<file path="src/rtl/spiub_pkg.sv">
`timescale 1ns/1ps
package spiub_pkg;
   localparam int FRAME_W = 16;
   localparam int CFG_W   = FRAME_W - 2;

   typedef enum logic [1:0] {
      OP_RD_DAT = 2'b00,
      OP_RD_CFG = 2'b01,
      OP_WR_DAT = 2'b10,
      OP_WR_CFG = 2'b11
   } spiub_op_e;

   // configuration bit positions
   localparam int CB_FIFO_OFF = 13;
   localparam int CB_SHDN     = 12;
   localparam int CB_IE_TXE   = 11;
   localparam int CB_IE_RXA   = 10;
endpackage

</file>
<file path="src/rtl/spiub_spi_slave.sv">
`timescale 1ns/1ps
module spiub_spi_slave #(
   parameter int FRAME_W     = 16,
   parameter int SYNC_STAGES = 2
) (
   input  logic               clk,
   input  logic               rst_n,
   input  logic               sclk,
   input  logic               cs_n,
   input  logic               mosi,
   output logic               miso,
   input  logic [1:0]         st_hi,
   input  logic [FRAME_W-3:0] low_bits,
   output logic               frame_start,
   output logic [1:0]         op_bits,
   output logic               commit,
   output logic [FRAME_W-1:0] rx_word
);
   localparam int CNT_W = $clog2(FRAME_W) + 1;
   localparam logic [CNT_W-1:0] LAST_BIT = CNT_W'(FRAME_W - 1);
   localparam logic [CNT_W-1:0] OP_DONE  = CNT_W'(2);

   generate
      if (SYNC_STAGES < 2) begin : g_bad_sync
         $error("SYNC_STAGES must be at least 2");
      end
      if (FRAME_W < 4) begin : g_bad_frame
         $error("FRAME_W too small");
      end
   endgenerate

   logic [SYNC_STAGES-1:0] sclk_sy, cs_sy, mosi_sy;
   logic sclk_q, cs_q;
   logic sclk_s, cs_s, mosi_s;
   logic rise, fall;
   logic [CNT_W-1:0]   bit_cnt;
   logic [FRAME_W-1:0] in_sr, out_sr;
   logic               done;
   logic               commit_q;

   always_ff @(posedge clk or negedge rst_n) begin
      if (!rst_n) begin
         sclk_sy <= '0;
         cs_sy   <= '1;
         mosi_sy <= '0;
         sclk_q  <= 1'b0;
         cs_q    <= 1'b1;
      end else begin
         sclk_sy <= {sclk_sy[SYNC_STAGES-2:0], sclk};
         cs_sy   <= {cs_sy[SYNC_STAGES-2:0], cs_n};
         mosi_sy <= {mosi_sy[SYNC_STAGES-2:0], mosi};
         sclk_q  <= sclk_s;
         cs_q    <= cs_s;
      end
   end

   assign sclk_s      = sclk_sy[SYNC_STAGES-1];
   assign cs_s        = cs_sy[SYNC_STAGES-1];
   assign mosi_s      = mosi_sy[SYNC_STAGES-1];
   assign rise        = sclk_s & ~sclk_q;
   assign fall        = ~sclk_s & sclk_q;
   assign frame_start = ~cs_s & cs_q;

   always_ff @(posedge clk or negedge rst_n) begin
      if (!rst_n) begin
         bit_cnt  <= '0;
         in_sr    <= '0;
         out_sr   <= '0;
         done     <= 1'b0;
         commit_q <= 1'b0;
      end else begin
         commit_q <= 1'b0;
         if (cs_s) begin
            bit_cnt <= '0;
            done    <= 1'b0;
            out_sr  <= '0;
         end else if (frame_start) begin
            out_sr  <= {st_hi, {(FRAME_W-2){1'b0}}};
            bit_cnt <= '0;
            done    <= 1'b0;
         end else if (!done) begin
            if (rise) begin
               in_sr   <= {in_sr[FRAME_W-2:0], mosi_s};
               bit_cnt <= bit_cnt + 1'b1;
               if (bit_cnt == LAST_BIT) begin
                  commit_q <= 1'b1;
                  done     <= 1'b1;
               end
            end
            if (fall) begin
               if (bit_cnt == OP_DONE) out_sr <= {low_bits, 2'b00};
               else                    out_sr <= {out_sr[FRAME_W-2:0], 1'b0};
            end
         end
      end
   end

   assign miso    = out_sr[FRAME_W-1];
   assign op_bits = in_sr[1:0];
   assign commit  = commit_q;
   assign rx_word = in_sr;

   // a frame only takes effect while select is still low
   assert_commit_selected_R1: assert property (@(posedge clk) disable iff (!rst_n)
      commit |-> !cs_s);
   // only one commit per selected frame
   assert_single_commit_R1: assert property (@(posedge clk) disable iff (!rst_n)
      commit |=> !commit);
endmodule

</file>
<file path="src/rtl/spiub_rx_fifo.sv">
`timescale 1ns/1ps
module spiub_rx_fifo #(
   parameter int DEPTH = 8,
   parameter int W     = 8
) (
   input  logic         clk,
   input  logic         rst_n,
   input  logic         clear,
   input  logic         one_deep,
   input  logic         push,
   input  logic [W-1:0] push_data,
   input  logic         pop,
   output logic         empty,
   output logic [W-1:0] head,
   output logic         accepted
);
   localparam int AW = $clog2(DEPTH);
   localparam logic [AW:0] FULL_CNT = (AW+1)'(DEPTH);

   generate
      if (DEPTH < 2 || (1 << AW) != DEPTH) begin : g_bad_depth
         $error("DEPTH must be a power of two, at least 2");
      end
   endgenerate

   logic [W-1:0]  mem [DEPTH];
   logic [AW-1:0] wr_ptr, rd_ptr;
   logic [AW:0]   count;
   logic          room, pop_ok;

   assign empty    = (count == '0);
   assign room     = one_deep ? empty : (count != FULL_CNT);
   assign accepted = push & room & ~clear;
   assign pop_ok   = pop & ~empty & ~clear;
   assign head     = mem[rd_ptr];

   always_ff @(posedge clk) begin
      if (accepted) mem[wr_ptr] <= push_data;
   end

   always_ff @(posedge clk or negedge rst_n) begin
      if (!rst_n) begin
         wr_ptr <= '0;
         rd_ptr <= '0;
         count  <= '0;
      end else if (clear) begin
         wr_ptr <= '0;
         rd_ptr <= '0;
         count  <= '0;
      end else begin
         if (accepted) wr_ptr <= wr_ptr + 1'b1;
         if (pop_ok)   rd_ptr <= rd_ptr + 1'b1;
         case ({accepted, pop_ok})
            2'b10:   count <= count + 1'b1;
            2'b01:   count <= count - 1'b1;
            default: count <= count;
         endcase
      end
   end

   assert_no_overflow_R5: assert property (@(posedge clk) disable iff (!rst_n)
      count <= FULL_CNT);
   assert_empty_pop_idle_R6: assert property (@(posedge clk) disable iff (!rst_n)
      (pop && empty && !push) |=> empty);
   assert_one_deep_no_growth_R8: assert property (@(posedge clk) disable iff (!rst_n)
      (one_deep && !empty && !clear) |=> count <= $past(count));
   assert_clear_empties_R9: assert property (@(posedge clk) disable iff (!rst_n)
      clear |=> empty);
endmodule

</file>
<file path="src/rtl/spiub_uart_tx.sv">
`timescale 1ns/1ps
module spiub_uart_tx #(
   parameter int BIT_CYCLES = 48,
   parameter int W          = 8
) (
   input  logic         clk,
   input  logic         rst_n,
   input  logic         run,
   input  logic         wr_en,
   input  logic [W-1:0] wr_byte,
   output logic         hold_empty,
   output logic         hold_drained,
   output logic         txd
);
   localparam int FB   = W + 2;
   localparam int TW   = $clog2(BIT_CYCLES);
   localparam int LW   = $clog2(FB + 1);
   localparam logic [TW-1:0] TICK_LAST = TW'(BIT_CYCLES - 1);
   localparam logic [LW-1:0] FB_CNT    = LW'(FB);

   generate
      if (BIT_CYCLES < 4) begin : g_bad_bit
         $error("BIT_CYCLES must be at least 4");
      end
   endgenerate

   logic         hold_full;
   logic [W-1:0] hold_byte;
   logic [FB-1:0] sh;
   logic [LW-1:0] left;
   logic [TW-1:0] tick;
   logic          busy, load;

   assign load         = run & hold_full & ~busy;
   assign hold_empty   = ~hold_full;
   assign hold_drained = load;
   assign txd          = busy ? sh[0] : 1'b1;

   always_ff @(posedge clk or negedge rst_n) begin
      if (!rst_n) begin
         hold_full <= 1'b0;
         hold_byte <= '0;
      end else if (load) begin
         hold_full <= 1'b0;
      end else if (wr_en && !hold_full) begin
         hold_full <= 1'b1;
         hold_byte <= wr_byte;
      end
   end

   always_ff @(posedge clk or negedge rst_n) begin
      if (!rst_n) begin
         sh   <= '1;
         left <= '0;
         tick <= '0;
         busy <= 1'b0;
      end else if (!run) begin
         busy <= 1'b0;
         tick <= '0;
      end else if (load) begin
         sh   <= {1'b1, hold_byte, 1'b0};
         left <= FB_CNT;
         tick <= '0;
         busy <= 1'b1;
      end else if (busy) begin
         if (tick == TICK_LAST) begin
            tick <= '0;
            sh   <= {1'b1, sh[FB-1:1]};
            left <= left - 1'b1;
            if (left == LW'(1)) busy <= 1'b0;
         end else begin
            tick <= tick + 1'b1;
         end
      end
   end

   // a write into a full slot leaves the held byte untouched
   assert_full_write_ignored_R7: assert property (@(posedge clk) disable iff (!rst_n)
      (wr_en && !hold_empty) |=> $stable(hold_byte));
   // a stopped engine keeps the line idle
   assert_stopped_line_idle_R9: assert property (@(posedge clk) disable iff (!rst_n)
      !run |=> txd);
endmodule

</file>
<file path="src/rtl/spiub_uart_rx.sv">
`timescale 1ns/1ps
module spiub_uart_rx #(
   parameter int BIT_CYCLES  = 48,
   parameter int W           = 8,
   parameter int SYNC_STAGES = 2
) (
   input  logic         clk,
   input  logic         rst_n,
   input  logic         run,
   input  logic         rxd,
   output logic         valid,
   output logic [W-1:0] data
);
   localparam int TW = $clog2(BIT_CYCLES);
   localparam int IW = $clog2(W);
   localparam logic [TW-1:0] TICK_LAST = TW'(BIT_CYCLES - 1);
   localparam logic [TW-1:0] TICK_HALF = TW'(BIT_CYCLES / 2 - 1);
   localparam logic [IW-1:0] IDX_LAST  = IW'(W - 1);

   typedef enum logic [1:0] {RX_IDLE, RX_START, RX_DATA, RX_STOP} rx_state_e;

   logic [SYNC_STAGES-1:0] rx_sy;
   logic                   rx_s;
   rx_state_e              st;
   logic [TW-1:0]          cnt;
   logic [IW-1:0]          idx;
   logic [W-1:0]           sh;

   assign rx_s = rx_sy[SYNC_STAGES-1];

   always_ff @(posedge clk or negedge rst_n) begin
      if (!rst_n) rx_sy <= '1;
      else        rx_sy <= {rx_sy[SYNC_STAGES-2:0], rxd};
   end

   always_ff @(posedge clk or negedge rst_n) begin
      if (!rst_n) begin
         st    <= RX_IDLE;
         cnt   <= '0;
         idx   <= '0;
         sh    <= '0;
         valid <= 1'b0;
         data  <= '0;
      end else begin
         valid <= 1'b0;
         if (!run) begin
            st <= RX_IDLE;
         end else begin
            case (st)
               RX_IDLE: if (!rx_s) begin
                  st  <= RX_START;
                  cnt <= '0;
               end
               RX_START: if (cnt == TICK_HALF) begin
                  cnt <= '0;
                  idx <= '0;
                  st  <= rx_s ? RX_IDLE : RX_DATA;
               end else cnt <= cnt + 1'b1;
               RX_DATA: if (cnt == TICK_LAST) begin
                  cnt <= '0;
                  sh  <= {rx_s, sh[W-1:1]};
                  if (idx == IDX_LAST) st <= RX_STOP;
                  else                 idx <= idx + 1'b1;
               end else cnt <= cnt + 1'b1;
               RX_STOP: if (cnt == TICK_LAST) begin
                  st    <= RX_IDLE;
                  valid <= rx_s;
                  data  <= sh;
               end else cnt <= cnt + 1'b1;
               default: st <= RX_IDLE;
            endcase
         end
      end
   end

   assert_rx_single_pulse_R5: assert property (@(posedge clk) disable iff (!rst_n)
      valid |=> !valid);
endmodule

</file>
<file path="src/rtl/spi_uart_bridge.sv">
`timescale 1ns/1ps
module spi_uart_bridge
   import spiub_pkg::*;
#(
   parameter int RX_DEPTH    = 8,
   parameter int BIT_CYCLES  = 48,
   parameter int SYNC_STAGES = 2
) (
   input  logic clk,
   input  logic rst_n,
   input  logic spi_sclk,
   input  logic spi_cs_n,
   input  logic spi_mosi,
   output logic spi_miso,
   output logic uart_txd,
   input  logic uart_rxd,
   output logic irq_n
);
   localparam int DW = 8;

   logic [CFG_W-1:0]   cfg;
   logic               shdn, fifo_off;
   logic               frame_start, commit;
   logic [1:0]         op_bits;
   logic [FRAME_W-1:0] rx_word;
   logic [FRAME_W-3:0] low_bits;
   logic               fifo_empty, fifo_accepted;
   logic [DW-1:0]      fifo_head;
   logic               rx_valid;
   logic [DW-1:0]      rx_data;
   logic               hold_empty, hold_drained;
   logic               snap_valid;
   logic [DW-1:0]      snap_byte;
   logic               is_data_op, pop, tx_wr, irq_pend;
   spiub_op_e          live_op, done_op;

   assign shdn     = cfg[CB_SHDN];
   assign fifo_off = cfg[CB_FIFO_OFF];
   assign live_op  = spiub_op_e'(op_bits);
   assign done_op  = spiub_op_e'(rx_word[FRAME_W-1:FRAME_W-2]);

   spiub_spi_slave #(.FRAME_W(FRAME_W), .SYNC_STAGES(SYNC_STAGES)) u_spi (
      .clk, .rst_n,
      .sclk(spi_sclk), .cs_n(spi_cs_n), .mosi(spi_mosi), .miso(spi_miso),
      .st_hi({~fifo_empty, hold_empty}),
      .low_bits, .frame_start, .op_bits, .commit, .rx_word
   );

   // status taken when select falls; data returned with it
   always_ff @(posedge clk or negedge rst_n) begin
      if (!rst_n) begin
         snap_valid <= 1'b0;
         snap_byte  <= '0;
      end else if (frame_start) begin
         snap_valid <= ~fifo_empty;
         snap_byte  <= fifo_head;
      end
   end

   always_comb begin
      case (live_op)
         OP_RD_CFG:            low_bits = cfg;
         OP_RD_DAT, OP_WR_DAT: low_bits = snap_valid ? {{(CFG_W-DW){1'b0}}, snap_byte} : '0;
         default:              low_bits = '0;
      endcase
   end

   assign is_data_op = (done_op == OP_RD_DAT) || (done_op == OP_WR_DAT);
   assign pop        = commit & is_data_op & snap_valid;
   assign tx_wr      = commit & (done_op == OP_WR_DAT);

   always_ff @(posedge clk or negedge rst_n) begin
      if (!rst_n)                               cfg <= '0;
      else if (commit && done_op == OP_WR_CFG)  cfg <= rx_word[CFG_W-1:0];
   end

   spiub_rx_fifo #(.DEPTH(RX_DEPTH), .W(DW)) u_fifo (
      .clk, .rst_n,
      .clear(shdn), .one_deep(fifo_off),
      .push(rx_valid), .push_data(rx_data), .pop,
      .empty(fifo_empty), .head(fifo_head), .accepted(fifo_accepted)
   );

   spiub_uart_rx #(.BIT_CYCLES(BIT_CYCLES), .W(DW), .SYNC_STAGES(SYNC_STAGES)) u_rx (
      .clk, .rst_n, .run(~shdn), .rxd(uart_rxd), .valid(rx_valid), .data(rx_data)
   );

   spiub_uart_tx #(.BIT_CYCLES(BIT_CYCLES), .W(DW)) u_tx (
      .clk, .rst_n, .run(~shdn), .wr_en(tx_wr), .wr_byte(rx_word[DW-1:0]),
      .hold_empty, .hold_drained, .txd(uart_txd)
   );

   assign irq_pend = ~shdn & ((cfg[CB_IE_RXA] & fifo_accepted) |
                              (cfg[CB_IE_TXE] & hold_drained));

   always_ff @(posedge clk or negedge rst_n) begin
      if (!rst_n) irq_n <= 1'b1;
      else        irq_n <= ~irq_pend;
   end

   // a byte is removed only when one was reported
   assert_pop_has_data_R3: assert property (@(posedge clk) disable iff (!rst_n)
      pop |-> !fifo_empty);
   // configuration changes only through a completed frame
   assert_cfg_needs_commit_R1: assert property (@(posedge clk) disable iff (!rst_n)
      !commit |=> $stable(cfg));
   // no event pulse while shut down
   assert_quiet_in_shutdown_R9: assert property (@(posedge clk) disable iff (!rst_n)
      shdn |=> irq_n);
   // a pulse always has an enabled source behind it
   assert_irq_has_enable_R10: assert property (@(posedge clk) disable iff (!rst_n)
      !irq_n |-> $past(cfg[CB_IE_RXA] | cfg[CB_IE_TXE]));
endmodule

</file>
<file path="config.mk">
export PLATFORM = sky130hd
export DESIGN_NAME = spi_uart_bridge
export DESIGN_NICKNAME = d
export VERILOG_FILES = /design/src/rtl/spiub_pkg.sv /design/src/rtl/spiub_spi_slave.sv /design/src/rtl/spiub_rx_fifo.sv /design/src/rtl/spiub_uart_tx.sv /design/src/rtl/spiub_uart_rx.sv /design/src/rtl/spi_uart_bridge.sv
export SDC_FILE = /design/constraint.sdc
export NUM_CORES = 1
export LEC_CHECK = 0
export BUFFER_PORTS_ARGS = -buffer_cell sky130_fd_sc_hd__buf_2
export CAP_MARGIN = 5
export CORE_MARGIN = 5
export CORE_UTILIZATION = 50
export CTS_CLUSTER_SIZE = 24
export DETAILED_ROUTE_END_ITERATION = 10
export MAX_ROUTING_LAYER = met4
export PLACE_DENSITY = 0.65
export SLEW_MARGIN = 20
export SYNTH_ARGS = -nofsm -noshare
export SYNTH_HDL_FRONTEND = slang
export SYNTH_SLANG_ARGS = --single-unit
</file>
<file path="constraint.sdc">
create_clock -name clk -period 2.75 [get_ports clk]
set_input_delay 0.1375 -clock clk [delete_from_list [all_inputs] [get_ports clk]]
set_output_delay 0.1375 -clock clk [all_outputs]
set_load 0.02 [all_outputs]
</file>
# After elaboration in Yosys (flattened, before gate mapping)
# Memories as Yosys holds them, arrays and structs flattened. A register that Yosys moved wholly into a read port is not among the register bits.
# Index checks and enable logic that the tools add are counted.
[totals]
regBits = 133
mem_bits_rw = 64
in_bits = 6
out_inout_bits = 3
word_cells = 190
n_memories = 1
[mem_list]
columns = ["memory", "words", "word_bits", "rd", "rd_ports_with_merged_regs", "wr", "line_no", "source"]
rows = [
  ["u_fifo.mem", 8, 8, 1, 1, 1, "spiub_rx_fifo.sv:26", "logic [W-1:0] mem [DEPTH];"],
]
[classes]
add_sub_neg = 9
eq_ne = 28
mux = 66
n_bitwise = 27
n_reduce_logical = 30
[op_table]
columns = ["cell", "n"]
rows = [
  ["two-way mux 16 bit", 5],
  ["two-way mux 6 bit", 8],
  ["two-way mux 10 bit", 3],
  ["one-hot mux 14 bit (2 select lines)", 1],
  ["one-hot mux 6 bit (4 select lines)", 1],
  ["two-way mux 1 bit", 22],
  ["two-way mux 3 bit", 7],
  ["two-way mux 5 bit", 4],
  ["two-way mux 4 bit", 4],
  ["AND 1 bit", 15],
  ["inequality test 3 x 2 -> 1 bit (second input constant)", 5],
  ["two-way mux 2 bit", 7],
  ["adder 6 x 1 -> 6 bit (second input constant)", 2],
  ["== test 2 bit (second input constant)", 6],
  ["== test 6 bit (second input constant)", 2],
  ["AND reduction 3 bit", 4],
  ["nonzero test 2 bit", 6],
  ["nonzero test 3 bit", 4],
  ["NOT 1 bit", 11],
  ["AND reduction 5 bit", 2],
  ["adder 3 x 1 -> 3 bit (second input constant)", 3],
  ["two-way mux 8 bit", 1],
  ["one-hot mux 2 bit (4 select lines)", 1],
  ["one-hot mux 4 bit (2 select lines)", 1],
  ["other kinds (23)", 35],
]

# Longest topological paths before layout
[depth]
depth_word = 9
ltp_mapped = 10
depth_no_buf = 10

# By module
# From an unflattened synthesis, not the netlist that was laid out.
[hier_totals]
hier_cells = 663
hier_area_um2 = 9066.2
[modules_own_cells]
columns = ["module", "n_inst", "cells_each", "area_per_inst_um2"]
rows = [
  ["spiub_rx_fifo", 1, 178, 3159.3],
  ["spiub_spi_slave", 1, 144, 1935.6],
  ["spiub_uart_tx", 1, 143, 1457.6],
  ["spiub_uart_rx", 1, 122, 1417.6],
  ["spi_uart_bridge", 1, 76, 1096.1],
]

# Least setup slack after synthesis
# Ideal clock, no wire load.
[synth_path]
path_kind = "register to register"
start = "register u_fifo.count[1]"
end = "register u_fifo.count[3]"
setup_time_ns = 0.135
arrival_ns = 2.337
required_time_ns = 2.615
path_slack_ns = 0.278
stages_incl_launch_ff = 11
period_less_slack_ns = 2.472
path_cell_list = "dfrtp_1 > or4b_4 > nand3_4 > nand2_1 > nor2_1 > ha_1 > a21o_1 > a21oi_1 > and3_1 > o21ai_0 > nor3b_2"
[synth_via]
elab_chain_cells = 7
elab_cells_between_ends = 15
classes_between = "2 x add/sub; 3 x eq/ne; 3 x mux; 5 x bitwise; 2 x reduce/logical"
[synth_lines]
columns = ["element", "line_no", "source"]
rows = [
  ["start, declared", "spiub_rx_fifo.sv:28", "logic [AW:0] count;"],
  ["start signal, assigned", "spiub_rx_fifo.sv:54", "2'b10: count <= count + 1'b1;"],
  ["start signal, assigned", "spiub_rx_fifo.sv:55", "2'b01: count <= count - 1'b1;"],
  ["start signal, assigned", "spiub_rx_fifo.sv:56", "default: count <= count;"],
  ["inequality test 4 bit or logical NOT 4 bit (tied branches)", "spiub_rx_fifo.sv:32, spiub_rx_fifo.sv:31", ""],
  ["two-way mux 1 bit or NOT 1 bit (tied branches)", "spiub_rx_fifo.sv:32, spiub_rx_fifo.sv:34", ""],
  ["AND 1 bit, on equally long branches (2 in a row)", "spiub_rx_fifo.sv:33, spiub_rx_fifo.sv:34", ""],
  ["== test 2 x 1 -> 1 bit or == test 2 bit (tied branches)", "spiub_rx_fifo.sv:53", "case ({accepted, pop_ok})"],
  ["one-hot mux 4 bit (2 select lines)", "spiub_rx_fifo.sv:53", ""],
  ["two-way mux 4 bit", "spiub_rx_fifo.sv:46", "end else if (clear) begin"],
]
# Several ways; a longest one is shown, not always the timed one.
# A chain may end at the register's enable or synchronous reset.

# Final worst setup path
[layout_path]
start = "register u_fifo.count[0]"
end = "register u_fifo.count[3]"
# Same word-level chain as after synthesis.

==> results.sh <==
export IMPL_dp_hpwl_um=10700
export IMPL_worstMarginPinSlew_ps=854
export IMPL_grt_pass1_wl_um=27100
export IMPL_swShare_pct=21.9
export IMPL_portBuffers=8
export IMPL_power_density_nw_per_um2=660
export IMPL_crit_type="register to register"
export IMPL_path_max_fanout=7
export IMPL_startpoint_type="register"
export IMPL_drt_initial_drc_count=326
export IMPL_track_usage_pct=17.2
export IMPL_rsz0062_at_grt="no"
export IMPL_mostFrequentLayoutCell="dfrtp_1"
export IMPL_final_core_util_pct=57.7
export IMPL_place_gp_congestion=0.877
export IMPL_synth_warnings=0
export IMPL_pwr_share_comb_pct=4.6
export IMPL_die_x_um=141
export IMPL_grt_overflow=0
export IMPL_async_flop_share_pct=68.3
export IMPL_dr_pass1_iters=4
export IMPL_hold_path_class="input port to asynchronous set/reset pin"
export IMPL_fin_skew_ps=7.74
export IMPL_synth_area_leaders="dfrtp_1 36%, edfxtp_1 23%, mux2_2 7.3%"
export IMPL_seq_power_share_pct=51.9
export IMPL_power_leakage_nw=4.09
export IMPL_clockPowerShare_pct=43.5
export IMPL_synthCells=636
export IMPL_max_freq_mhz=381
export IMPL_fp_coreArea_um2=16600
export IMPL_slew_headroom_pct=42.6
export IMPL_drive_above_1_share_pct=24.0
export IMPL_num_rows=47
export IMPL_synth_edf_count=64
export IMPL_status="completed"
export IMPL_cts_buffers=22
export IMPL_grt_start_max_net_pins=62
export IMPL_final_cell_mix="123 x dfrtp_1, 64 x nor2_1, 64 x edfxtp_1"
export IMPL_multi_input_area_um2=2950
export IMPL_arrival_ps=2990
export IMPL_crit_required_ps=3110
export IMPL_yosys_area_top_type_share_pct=36.1
export IMPL_htreeDepth=1
export IMPL_ctsRootBufferMaster="clkbuf_16"
export IMPL_num_antenna_cells=0
export IMPL_yosys_area_top_type="dfrtp_1"
export IMPL_maxSlewViolCount=0
export IMPL_nets=683
export IMPL_seq_area_um2=5390
export IMPL_vias=5030
export IMPL_drt_wl_total_um=16000
export IMPL_die_area_um2=19700
export IMPL_yosysSeqAreaShare_pct=63.3
export IMPL_ir_drop_v=0.000534
export IMPL_synth_cell_types=58
export IMPL_hold_viol_final=0
export IMPL_cellInternalPower_mw=4.95
export IMPL_wl_per_cell_um=17.8
export IMPL_synth_avg_cell_area_um2=13.4
export IMPL_area_delta_synth_final_pct=12.7
export IMPL_synth_seq_cells=202
export IMPL_place_inst=854
export IMPL_fin_area_um2=9600
export IMPL_total_switching_power_mw=1.39
export IMPL_finalWorstSetupSlack_ps=123
export IMPL_synth_area_um2=8520
export IMPL_worstSkewPairLatency_ps=490
export IMPL_clk_pin_slew_ps=60
export IMPL_start_util_pct=51.2
export IMPL_dp_slack_ps=132
export IMPL_cts_buffer_depth=3
export IMPL_die_h_um=141
export IMPL_tns_ps=0
export IMPL_grt_pass1_vias=5207
export IMPL_timing_max_cap_violations=0
export IMPL_placed_area_um2=8860
export IMPL_stdcell_count=899
export IMPL_synth_nets=656
export IMPL_fillers=1332
export IMPL_drc_errors=0
export IMPL_setup_violations=0
export IMPL_antenna_found_initial=0
export IMPL_cts_sink_count=202
export IMPL_ys_flop_type="dfrtp_1"
export IMPL_fin_crit_sh_pct=95.5
export IMPL_layout_min_cycle_time_ps=2630
export IMPL_ant_nets=0
export IMPL_via_per_inst=5.60
export IMPL_ioPinCount=9
export IMPL_cts_tree="built"
export IMPL_end_kind="register"
==> timing repair <==
action	4_1_cts	5_1_grt
endpoints found under the setup margin	0	0
endpoints found under the hold margin	59	0
setup buffers	0	0
hold buffers	5	0
resized for setup	0	0
==> path summary, 6_finish.rpt <==
| path | to | slack (ps) | depth (start not counted) | startpoint |
|---|---|---|---|---|
| min in group clk | u_rx.rx_sy[0] | 290 | 2 | uart_rxd |
| setup / recovery | u_fifo.count[3] | 120 | 10 | u_fifo.count[0] |
| max in group asynchronous | u_tx.sh[6] | 1800 | 3 | rst_n |
| hold / removal | u_spi.sclk_sy[0] | 180 | 2 | rst_n |
| hold reg to reg | u_spi.cs_sy[1] | 360 | 0 | u_spi.cs_sy[0] |
| setup reg to reg | u_fifo.count[3] | 120 | 10 | u_fifo.count[0] |
==> synthesized netlist by cell type, types with 14 or more instances <==
| master | number |
|---|---|
| dfrtp_1 | 123 |
| edfxtp_1 | 64 |
| nor2_1 | 64 |
| mux2_2 | 55 |
| nand2_1 | 54 |
| o21ai_0 | 29 |
| nor3_1 | 19 |
| a21oi_1 | 17 |
| mux4_2 | 17 |
| dfstp_2 | 15 |
| clkbuf_1 | 14 |
==> per-stage QoR <==
stage / power [mW] / hold WS (ps)
6_report: 6.34 / 184
5_1_grt: 6.59 / 250
4_1_cts: 6.40 / 196
3_5_place_dp: 3.64 / 147
3_3_place_gp: 3.62 / 140
2_1_floorplan: 3.51 / -158
==> layer usage <==
| layer | part of all wire [%] | vias up | GRT usage [%] |
|---|---|---|---|
| met5 | 0 | - | - |
| met4 | 1.7 | 0 | 3.72 |
| met3 | 4.0 | 21 | 2.93 |
| met2 | 50 | 73 | 27.9 |
| met1 | 44 | 2573 | 23.2 |
| li1 | - | 2363 | - |
==> power groups by stage <==
| stage | clock network [mW] | logic (mW) | registers, mW |
|---|---|---|---|
| 6_report | 2.75 | 0.292 | 3.29 |
| 5_1_grt | 2.95 | 0.335 | 3.30 |
| 4_1_cts | 2.82 | 0.295 | 3.29 |
| 3_5_place_dp | 0 | 0.289 | 3.35 |
| 3_3_place_gp | 0 | 0.276 | 3.34 |
| 2_1_floorplan | 0 | 0.206 | 3.31 |
==> critical path: stages, from the launching register on <==
cell     delay [ps]
dfrtp_1         470
or4b_4          560
nand3_4         100
nand2_1          50
nor2_1          220
ha_1            290
a21o_1          180
a21oi_1         180
and3_1          200
o21ai_0          90
nor3b_2         160
==> area by class of cell <==
cell class                 count  share of cell area [%]
sequential                   202                    56.2
clock buffer                  34                    6.84
tap                          220                    2.87
clock inverter                 6                   0.339
inverter                      11                   0.430
multi-input combinational    394                    30.7
timing repair buffer          32                    2.62
==> sequential cells by signal, indices dropped and copies added, names as in the netlist, 5 cells and up <==
name,count
u_rx.data,8
u_spi.out_sr,14
u_tx.sh,9
snap_byte,8
u_spi.rx_word,16
u_rx.cnt,6
cfg,14
u_tx.tick,6
u_rx.sh,8
u_fifo.mem,64
u_spi.bit_cnt,5
u_tx.hold_byte,8
==> cell families after synthesis <==
logic type	share of synthesized area, %
AO/OA/AOI/OAI	6.48
buffers and inverters	2.04
AND/OR/NAND/NOR	11.5
XOR/XNOR	1.43
multiplexers	13.1
adder cells (fa/ha/maj)	2.15
flip-flops	63.3
Power figures use the tool's default switching activity.
